## src/rtl/pf_pkg.sv

```systemverilog
package pf_pkg;
  typedef enum logic [2:0] {
    ST_IDLE  = 3'd0,
    ST_SYNC  = 3'd1,
    ST_ADDR  = 3'd2,
    ST_CTRL  = 3'd3,
    ST_FETCH = 3'd4,
    ST_PBITS = 3'd5,
    ST_CSUM  = 3'd6
  } pf_state_e;

  localparam int SYNC_BITS = 8;
  localparam int CTRL_BITS = 9;
  localparam int BYTE_BITS = 8;
endpackage

```

## src/rtl/pf_crc_serial.sv

```systemverilog
module pf_crc_serial #(
  parameter logic [15:0] POLY_WIDE   = 16'h1021,
  parameter logic [7:0]  POLY_NARROW = 8'h07,
  parameter logic [15:0] SEED_WIDE   = 16'hFFFF,
  parameter logic [7:0]  SEED_NARROW = 8'hFF
) (
  input  logic        clk,
  input  logic        rst_n,
  input  logic        seed_i,
  input  logic        wide_i,
  input  logic        step_i,
  input  logic        bit_i,
  output logic [15:0] crc_o
);
  logic [15:0] crc_q, crc_d;
  logic        fb;

  always_comb begin
    crc_d = crc_q;
    fb    = 1'b0;
    if (seed_i) begin
      crc_d = wide_i ? SEED_WIDE : {8'h00, SEED_NARROW};
    end else if (step_i) begin
      if (wide_i) begin
        fb    = bit_i ^ crc_q[15];
        crc_d = {crc_q[14:0], 1'b0} ^ (fb ? POLY_WIDE : 16'h0000);
      end else begin
        fb    = bit_i ^ crc_q[7];
        crc_d = {8'h00, ({crc_q[6:0], 1'b0} ^ (fb ? POLY_NARROW : 8'h00))};
      end
    end
  end

  always_ff @(posedge clk or negedge rst_n) begin
    if (!rst_n) begin
      crc_q <= 16'h0000;
    end else if (seed_i || step_i) begin
      crc_q <= crc_d;
    end
  end

  assign crc_o = crc_q;
endmodule

```

## src/rtl/pf_seq_id.sv

```systemverilog
module pf_seq_id #(
  parameter int ID_W = 2
) (
  input  logic            clk,
  input  logic            rst_n,
  input  logic            adv_i,
  output logic [ID_W-1:0] cur_o,
  output logic [ID_W-1:0] nxt_o
);
  logic [ID_W-1:0] id_q;

  assign nxt_o = id_q + 1'b1;
  assign cur_o = id_q;

  always_ff @(posedge clk or negedge rst_n) begin
    if (!rst_n) begin
      id_q <= '0;
    end else if (adv_i) begin
      id_q <= nxt_o;
    end
  end
endmodule

```

## src/rtl/pkt_framer.sv

```systemverilog
module pkt_framer
  import pf_pkg::*;
#(
  parameter int MAX_ADDR_BYTES = 5,
  parameter int MIN_ADDR_BYTES = 3,
  parameter int MAX_LEN        = 32,
  parameter int LEN_W          = 6,
  parameter int ID_W           = 2,
  localparam int ADDR_W        = 8 * MAX_ADDR_BYTES,
  localparam int AWB_W         = $clog2(MAX_ADDR_BYTES + 1),
  localparam int CNT_W         = $clog2(ADDR_W)
) (
  input  logic              clk,
  input  logic              rst_n,
  input  logic              start_i,
  input  logic [ADDR_W-1:0] addr_i,
  input  logic [AWB_W-1:0]  addr_bytes_i,
  input  logic [LEN_W-1:0]  len_i,
  input  logic              crc_en_i,
  input  logic              crc_wide_i,
  input  logic              auto_ack_i,
  input  logic              dyn_len_i,
  input  logic              no_ack_i,
  input  logic              retx_i,
  input  logic [7:0]        pl_data_i,
  input  logic              pl_valid_i,
  output logic              pl_ready_o,
  output logic              bit_o,
  output logic              bit_valid_o,
  input  logic              bit_ready_i,
  output logic              busy_o,
  output logic              done_o,
  output logic              reject_o
);
  localparam logic [AWB_W-1:0] MAXB = AWB_W'(MAX_ADDR_BYTES);
  localparam logic [AWB_W-1:0] MINB = AWB_W'(MIN_ADDR_BYTES);
  localparam logic [LEN_W-1:0] MAXL = LEN_W'(MAX_LEN);
  localparam int               CW   = LEN_W + ID_W + 1;

  pf_state_e         state_q, state_d;
  logic [CNT_W-1:0]  cnt_q, cnt_d;
  logic [LEN_W-1:0]  left_q, left_d;
  logic [ADDR_W-1:0] sh_q, sh_d;
  logic [CW-1:0]     ctrl_q;
  logic [CNT_W-1:0]  abits_q;
  logic              first_q, ctrl_on_q, csum_on_q, wide_q;
  logic              done_q, reject_q;

  logic              idle, len_ok, aw_ok, accept, refuse, xfer, last_bit, finish;
  logic [AWB_W-1:0]  pad_b;
  logic [ADDR_W-1:0] addr_al;
  logic [ID_W-1:0]   id_cur, id_nxt, id_sel;
  logic [15:0]       crc_v;
  logic              crc_step;

  // start qualification
  assign idle    = (state_q == ST_IDLE);
  assign len_ok  = (len_i != '0) && (len_i <= MAXL);
  assign aw_ok   = (addr_bytes_i >= MINB) && (addr_bytes_i <= MAXB);
  assign accept  = start_i && idle && len_ok && aw_ok;
  assign refuse  = start_i && idle && !(len_ok && aw_ok);
  assign pad_b   = MAXB - addr_bytes_i;
  assign addr_al = addr_i << {pad_b, 3'b000};
  assign id_sel  = retx_i ? id_cur : id_nxt;

  pf_seq_id #(.ID_W(ID_W)) u_seq (
    .clk   (clk),
    .rst_n (rst_n),
    .adv_i (accept && !retx_i),
    .cur_o (id_cur),
    .nxt_o (id_nxt)
  );

  // handshake and bit source
  assign bit_valid_o = (state_q == ST_SYNC) || (state_q == ST_ADDR) ||
                       (state_q == ST_CTRL) || (state_q == ST_PBITS) ||
                       (state_q == ST_CSUM);
  assign pl_ready_o  = (state_q == ST_FETCH);
  assign xfer        = bit_valid_o && bit_ready_i;
  assign last_bit    = xfer && (cnt_q == '0);
  assign crc_step    = xfer && ((state_q == ST_ADDR) || (state_q == ST_CTRL) ||
                                (state_q == ST_PBITS));

  always_comb begin
    unique case (state_q)
      ST_SYNC:                    bit_o = cnt_q[0] ? first_q : ~first_q;
      ST_ADDR, ST_CTRL, ST_PBITS: bit_o = sh_q[ADDR_W-1];
      ST_CSUM:                    bit_o = crc_v[cnt_q[3:0]];
      default:                    bit_o = 1'b0;
    endcase
  end

  pf_crc_serial u_crc (
    .clk    (clk),
    .rst_n  (rst_n),
    .seed_i (accept),
    .wide_i (accept ? crc_wide_i : wide_q),
    .step_i (crc_step),
    .bit_i  (sh_q[ADDR_W-1]),
    .crc_o  (crc_v)
  );

  // next-state logic
  always_comb begin
    state_d = state_q;
    cnt_d   = cnt_q;
    left_d  = left_q;
    sh_d    = sh_q;
    finish  = 1'b0;
    unique case (state_q)
      ST_IDLE: begin
        if (accept) begin
          state_d = ST_SYNC;
          cnt_d   = CNT_W'(SYNC_BITS - 1);
          left_d  = len_i;
          sh_d    = addr_al;
        end
      end
      ST_SYNC: begin
        if (xfer) begin
          cnt_d = cnt_q - 1'b1;
          if (last_bit) begin
            state_d = ST_ADDR;
            cnt_d   = abits_q;
          end
        end
      end
      ST_ADDR: begin
        if (xfer) begin
          cnt_d = cnt_q - 1'b1;
          sh_d  = {sh_q[ADDR_W-2:0], 1'b0};
          if (last_bit) begin
            if (ctrl_on_q) begin
              state_d = ST_CTRL;
              cnt_d   = CNT_W'(CTRL_BITS - 1);
              sh_d    = {ctrl_q, {(ADDR_W-CW){1'b0}}};
            end else begin
              state_d = ST_FETCH;
            end
          end
        end
      end
      ST_CTRL: begin
        if (xfer) begin
          cnt_d = cnt_q - 1'b1;
          sh_d  = {sh_q[ADDR_W-2:0], 1'b0};
          if (last_bit) state_d = ST_FETCH;
        end
      end
      ST_FETCH: begin
        if (pl_valid_i) begin
          state_d = ST_PBITS;
          cnt_d   = CNT_W'(BYTE_BITS - 1);
          sh_d    = {pl_data_i, {(ADDR_W-8){1'b0}}};
        end
      end
      ST_PBITS: begin
        if (xfer) begin
          cnt_d = cnt_q - 1'b1;
          sh_d  = {sh_q[ADDR_W-2:0], 1'b0};
          if (last_bit) begin
            left_d = left_q - 1'b1;
            if (left_q != LEN_W'(1)) begin
              state_d = ST_FETCH;
            end else if (csum_on_q) begin
              state_d = ST_CSUM;
              cnt_d   = wide_q ? CNT_W'(15) : CNT_W'(7);
            end else begin
              state_d = ST_IDLE;
              finish  = 1'b1;
            end
          end
        end
      end
      ST_CSUM: begin
        if (xfer) begin
          cnt_d = cnt_q - 1'b1;
          if (last_bit) begin
            state_d = ST_IDLE;
            finish  = 1'b1;
          end
        end
      end
      default: state_d = ST_IDLE;
    endcase
  end

  // state registers
  always_ff @(posedge clk or negedge rst_n) begin
    if (!rst_n) begin
      state_q <= ST_IDLE;
      cnt_q   <= '0;
      left_q  <= '0;
      sh_q    <= '0;
      done_q  <= 1'b0;
      reject_q <= 1'b0;
    end else begin
      state_q  <= state_d;
      cnt_q    <= cnt_d;
      left_q   <= left_d;
      sh_q     <= sh_d;
      done_q   <= finish;
      reject_q <= refuse;
    end
  end

  // per-packet settings, loaded on accept only
  always_ff @(posedge clk or negedge rst_n) begin
    if (!rst_n) begin
      ctrl_q    <= '0;
      abits_q   <= '0;
      first_q   <= 1'b0;
      ctrl_on_q <= 1'b0;
      csum_on_q <= 1'b0;
      wide_q    <= 1'b0;
    end else if (accept) begin
      ctrl_q    <= {len_i, id_sel, no_ack_i};
      abits_q   <= CNT_W'({addr_bytes_i, 3'b000} - 1'b1);
      first_q   <= addr_al[ADDR_W-1];
      ctrl_on_q <= dyn_len_i || auto_ack_i;
      csum_on_q <= crc_en_i || dyn_len_i || auto_ack_i;
      wide_q    <= crc_wide_i;
    end
  end

  assign busy_o   = !idle;
  assign done_o   = done_q;
  assign reject_o = reject_q;
endmodule

```

## config.mk

```make
export PLATFORM = sky130hd
export DESIGN_NAME = pkt_framer
export DESIGN_NICKNAME = d
export VERILOG_FILES = /design/src/rtl/pf_pkg.sv /design/src/rtl/pf_crc_serial.sv /design/src/rtl/pf_seq_id.sv /design/src/rtl/pkt_framer.sv
export SDC_FILE = /design/constraint.sdc
export NUM_CORES = 1
export LEC_CHECK = 0
export BUFFER_PORTS_ARGS = -buffer_cell sky130_fd_sc_hd__buf_2
export CAP_MARGIN = 30
export CORE_MARGIN = 1
export CORE_UTILIZATION = 64
export DETAILED_ROUTE_END_ITERATION = 8
export PLACE_DENSITY = 0.95
export SYNTH_ARGS = -nofsm -noshare
export SYNTH_HDL_FRONTEND = slang
export SYNTH_SLANG_ARGS = --single-unit
```

## constraint.sdc

```tcl
create_clock -name clk -period 6.6 [get_ports clk]
set_input_delay 0.33 -clock clk [delete_from_list [all_inputs] [get_ports clk]]
set_output_delay 0.33 -clock clk [all_outputs]
set_load 0.1 [all_outputs]
```

==> run summary, run 1 <==
Vias per cell: 7.03
Post-CTS repair timing setup buffer count: 0
Yosys reg bits: 92
P&R area growth vs syn: 9.83%
Minimum clock period: 3.25 ns
FF-to-FF End: left_q[2]$_DFFE_PN0P_
Die Height: 98.4 um
Top FF cell, synth: dfrtp_1
Antenna cells: 0
Worst vdd ir: 105 uV
Yosys warns: 0
Failing checks: DRC
Die area: 0.00968 mm^2
Total gr overflow: 0
EDFF count, synth: 0
CTS sink cnt: 92
I/O pin count: 74
R2R setup slack: 3.57 ns
Slew HR: 0.417
Pwr Total: 1.59 mW
Hold Crit Start: no_ack_i
Hpwl dp: 11500 um
Hold Path Stages: 3
Setup crit start kind: input port
DR pass1 iterations: 9
RR Startpoint: state_q[0]$_DFFE_PN0P_
Core area: 0.00885 mm^2
Site Rows: 34
P_leak: 2.91 nW
Starting Density: 0.672
RSZ-0062 raised after global routing: no
Routed length per instance: 21.4 um
Hold endpoint: ctrl_q[0]$_DFFE_PN0P_
Post-CTS sizing: 0
R2r worst-path depth: 5
Num CTS Buffers: 9
Netlist cell types: 64
Type of destination of the critical path: register
Crit path kind: in -> reg
H-Tree Depth: 3
Routed WL: 16400 um
DRC violation count after routing: 3
Number of buffers added on ports: 73
Clk buf depth: 2
Final Skew: 0.00972 ns
Avg Cell Area, Syn: 9.87 um^2
Critical Path Fanout Max: 23
Die width: 98.4 um
Commonest non-fill, non-tap cell in the layout: dfrtp_1
Mapped Cells: 602
Clock transition at the registers of the reported paths: 0.09 ns
Pwr Density: 243 mW/mm^2
Antenna viol nets, final: 0
Worst-Skew Late Latency: 0.37 ns
Status: finished, violations left
Slew Limit Fails: 0
Post-synth ARST share: 1.00
Slew @ Worst Pin: 0.872 ns
Hold Path Class: in -> reg
Most frequent cells in the layout: dfrtp_1, nand2_1, buf_2
Post-Syn Area: 0.00594 mm^2
GRT Overall Usage: 0.349
Layout cells sized above 1: 0.224
Routability cong.: 0.964
Vias in the first global route: 5195
First-pass GRT wire length: 26400 um
CP Data Arrival Time: 3.51 ns
Hold Violations, Final: 0
Fmax: 308 MHz
Setup_tns: 0 ns
Via count: 5381
Largest net degree at the start of global routing: 57
WP data required: 6.86 ns
Max Cap Viol: 0
CTS tree: done
Final nets: 728
Part of the Yosys area used for sequential elements: 0.387
Clk root buf: clkbuf_8
Syn_nets: 678
Initial antenna violation count: 0
Number of DRC markers in iteration 0: 495
Final Setup Violations: 0
Final Cycle Share: 0.492
-- per-stage QoR --
stage | hold slack [ns] | worst slack [ns] | utilization | cell area (um^2) | std cells
after floorplan | 0.0344 | 2.79 | - | 5940 | 602
after global placement | 0.312 | 2.69 | 0.710 | 6280 | 744
after detailed placement | 0.318 | 2.54 | 0.715 | 6330 | 747
after CTS | 0.177 | 2.91 | 0.735 | 6510 | 764
after global routing | 0.183 | 3.23 | 0.738 | 6530 | 765
final | 0.179 | 3.35 | 0.738 | 6530 | 765
-- repair_timing --
action	in CTS	in global routing
hold buffers	1	0
endpoints found under the setup margin	0	0
hold endpoints to repair	36	0
-- worst max-delay path by stage --
stage | start | endpoint | slack, ns | cells past startpoint
6_report | addr_bytes_i[1] | sh_q[19]$_DFFE_PN0P_ | 3.35 | 8
5_1_grt | addr_bytes_i[1] | sh_q[16]$_DFFE_PN0P_ | 3.23 | 8
4_1_cts | addr_bytes_i[0] | sh_q[28]$_DFFE_PN0P_ | 2.91 | 7
3_5_place_dp | addr_bytes_i[0] | sh_q[7]$_DFFE_PN0P_ | 2.54 | 7
3_3_place_gp | addr_bytes_i[0] | sh_q[7]$_DFFE_PN0P_ | 2.69 | 7
2_1_floorplan | state_q[1]$_DFFE_PN0P_ | state_q[2]$_DFFE_PN0P_ | 2.79 | 4
-- power breakdown --
part | switching, mW | internal, mW
Clock | 0.211 | 0.139
Combinational | 0.217 | 0.210
Sequential | 0.119 | 0.690
Total | 0.547 | 1.04
-- layout make-up --
| class | instances | area, um^2 |
|---|---|---|
| multi-input combinational | 446 | 3370 |
| fill | 629 | 2320 |
| sequential | 92 | 2300 |
| timing repair buffer | 82 | 474 |
| tap | 108 | 135 |
| clock buffer | 11 | 131 |
| inverter | 21 | 78.8 |
| clock inverter | 5 | 37.5 |
-- state kept, by name, summed over array words and instances (netlist names) --
signal,cells
abits_q,4
first_q,1
state_q,3
u_seq.cur_o,2
ctrl_q,9
ctrl_on_q,1
csum_on_q,1
sh_q,40
wide_q,1
u_crc.crc_o,16
cnt_q,6
reject_o,1
done_o,1
left_q,6
-- worst max-delay path, cell delays in order --
cell and delay, ns:
buf_2 0.38, clkinv_1 0.42, ha_1 0.82, nand2b_1 0.46
nor2_1 0.27, a221oi_1 0.37, o2bb2ai_1 0.17, mux2_4 0.28
-- cell families after synthesis --
kind of cell    after synthesis  share of synthesized area
compound gates              166                      0.214
xor+xnor                     13                     0.0192
fa+ha+maj                     8                     0.0168
buf+inv                      64                     0.0467
flops                        92                      0.387
mux                          77                      0.171
simple gates                182                      0.145
-- cell usage after synthesis, types with 4 or more instances --
cell / number / area (um^2)
dfrtp_1: 92 / 2300
inv_1: 19 / 71.3
a21oi_1: 20 / 100
a31oi_1: 8 / 50.1
nor3_1: 25 / 125
o2bb2ai_1: 18 / 158
nand3_1: 19 / 95.1
mux2_4: 34 / 510
mux4_2: 5 / 113
buf_2: 6 / 30.0
nor4_1: 6 / 37.5
buf_1: 6 / 22.5
mux2_2: 8 / 90.1
nand2_1: 72 / 270
a32o_1: 18 / 180
o22ai_1: 6 / 37.5
clkbuf_1: 27 / 101
nand2b_1: 7 / 43.8
nor2b_1: 11 / 68.8
mux2i_1: 30 / 300
buf_6: 4 / 45.0
nor2_1: 25 / 93.8
xnor2_1: 4 / 35.0
a221o_1: 9 / 90.1
a221oi_1: 11 / 96.3
a211oi_1: 14 / 105
xor2_1: 9 / 78.8
o221ai_1: 4 / 35.0
ha_1: 8 / 100
a22oi_1: 7 / 52.6
o21ai_0: 21 / 105
-- routing by layer --
layer  GRT usage  vias up  share of wire
li1            -     2368              -
met1       0.470     2554           0.40
met2       0.556      388           0.47
met3      0.0623       71          0.093
met4       0.152        0          0.036
met5           0        -              0
Note: power is estimated with default switching activity, not from simulation.
==> inputs of run 2 (changes only) <==
Settings changed: CORE_UTILIZATION 64 to 59, PLACE_DENSITY 0.95 to 0.91.
Clock period 6.6 ns to 3.05 ns, I/O delays scaled along.
==> run 2 against run 1 <==
  * The run now ends clean
  * Utilization fell by 5.3 points
  * Sequential power rose by 120%
  * Final cell count rose by 5.4%
  * Largest power group unchanged
  * First-iteration DRC count fell by 18%
  * Sequential share of layout area fell by 0.89 points
==> run summary, run 2 (synthesis results as in run 1) <==
Slew @ Worst Pin: 0.945 ns
DRC violation count after routing: 0
Setup crit start kind: register
Via count: 5443
Levels on crit path: 3
Fmax: 358 MHz
Routed length per instance: 20.2 um
Antenna viol nets, final: 0
Max reg flops: 40
R2R setup slack: 0.29 ns
Final nets: 744
Antenna cells: 0
Largest net degree at the start of global routing: 70
Register area: 0.00230 mm^2
Critical Path Fanout Max: 20
RR Startpoint: state_q[2]$_DFFE_PN0P_
Die area: 0.0105 mm^2
Total gr overflow: 0
FF-to-FF End: sh_q[7]$_DFFE_PN0P_
Number of buffers added on ports: 73
Die Height: 102 um
Clk buf depth: 2
Setup_tns: 0 ns
Multi-input gate area: 0.00337 mm^2
Routed WL: 16300 um
Worst-Skew Late Latency: 0.37 ns
Clock transition at the registers of the reported paths: 0.09 ns
Crit path capture: pl_ready_o
Most frequent cells in the layout: dfrtp_1, nand2_1, buf_2
Worst setup path startpoint: state_q[2]$_DFFE_PN0P_
Vias per cell: 6.75
RSZ-0062 raised after global routing: no
Routability cong.: 0.940
DR pass1 iterations: 5
Post-Route Utilization: 0.685
First-pass GRT wire length: 26900 um
Hold Violations, Final: 0
Filler cell count: 768
Initial antenna violation count: 0
H-Tree Depth: 3
R2r worst-path depth: 7
GRT Overall Usage: 0.338
P_leak: 3.01 nW
Type of destination of the critical path: output port
Die width: 102 um
Site Rows: 36
Commonest non-fill, non-tap cell in the layout: dfrtp_1
Slew HR: 0.365
Final Setup Violations: 0
Top reg by flops: sh_q
Final Cycle Share: 0.917
Layout cells sized above 1: 0.245
Post-CTS sizing: 0
CP Data Arrival Time: 2.64 ns
WP data required: 2.90 ns
Crit-path leading delay family: buffers and inverters
Starting Density: 0.608
Core area: 0.00977 mm^2
Pwr Density: 530 mW/mm^2
CTS sink cnt: 92
Status: finished, final reports clean
Crit path kind: reg -> out
Number of DRC markers in iteration 0: 406
WHS: 0.0241 ns
Minimum clock period: 2.80 ns
Post-CTS repair timing setup buffer count: 0
Max Cap Viol: 0
Pwr Total: 3.55 mW
Num CTS Buffers: 9
Vias in the first global route: 5233
Hpwl dp: 11700 um
Final Skew: 0.0109 ns
Clk root buf: clkbuf_8
Hold Path Class: in -> reg
Cells along the critical path: clkinv_1, nor3_2, buf_2
CTS tree: done
P&R area growth vs syn: 12.7%
WP buf/inv: 2
CP max stage delay: 0.76 ns
I/O pin count: 74
Slew Limit Fails: 0
Crit-path slowest cell: dfrtp_1
Worst vdd ir: 305 uV
run 2: worst min-delay path by stage:
stage,start,end,slack [ns],depth (start not counted)
finish,crc_wide_i,u_crc.crc_o[12]$_DFFE_PN0P_,0.02,3
detailed placement,rst_n,left_q[0]$_DFFE_PN0P_,0.34,1
CTS,dyn_len_i,ctrl_on_q$_DFFE_PN0P_,0.02,3
global route,crc_wide_i,u_crc.crc_o[12]$_DFFE_PN0P_,0.03,3
floorplan,rst_n,abits_q[2]$_DFFE_PN0P_,-0.14,0
global placement,rst_n,left_q[2]$_DFFE_PN0P_,0.32,1
run 2: layout make-up:
cell class              count  share of cell area
multi-input cells         446               0.504
flip-flops and latches     92               0.344
repair buffers             98              0.0843
well taps                 133              0.0249
clock buffers              11              0.0226
inverters                  21              0.0118
clock inverters             5             0.00897
run 2: worst register-to-register path, cell delays in order, from the launching register on:
cell      delay (ns)
dfrtp_1         0.76
clkinv_1        0.47
nor2_1          0.49
a21o_1          0.15
buf_4           0.26
buf_4           0.26
a32o_1          0.17
mux2_4          0.15
run 2: what timing repair did:
action                                  in CTS  in global routing
hold buffers                                 2                  0
endpoints found under the setup margin       0                  0
endpoints found under the hold margin       68                  0
run 2: per-stage QoR:
step / cell area, um^2 / std cells / worst slack, ns
2_1_floorplan: 5950 / 602 / 0.178
5_1_grt: 6700 / 806 / 0.145
4_1_cts: 6700 / 806 / 0.372
3_5_place_dp: 6460 / 788 / 0.430
6_report: 6700 / 806 / 0.254
3_3_place_gp: 6450 / 787 / 0.410
run 2: metal layers:
layer	up-vias	part of all wire	GRT usage
met2	358	0.47	0.550
met1	2622	0.40	0.449
met4	0	0.034	0.130
met5	-	0	0
li1	2402	-	-
met3	61	0.092	0.0650
run 2: power breakdown:
group	switching (mW)	total, mW	internal [mW]	leakage (nW)
Clock	0.448	0.873	0.425	0.106
Sequential	0.254	1.75	1.49	1.12
Combinational	0.466	0.931	0.465	1.78
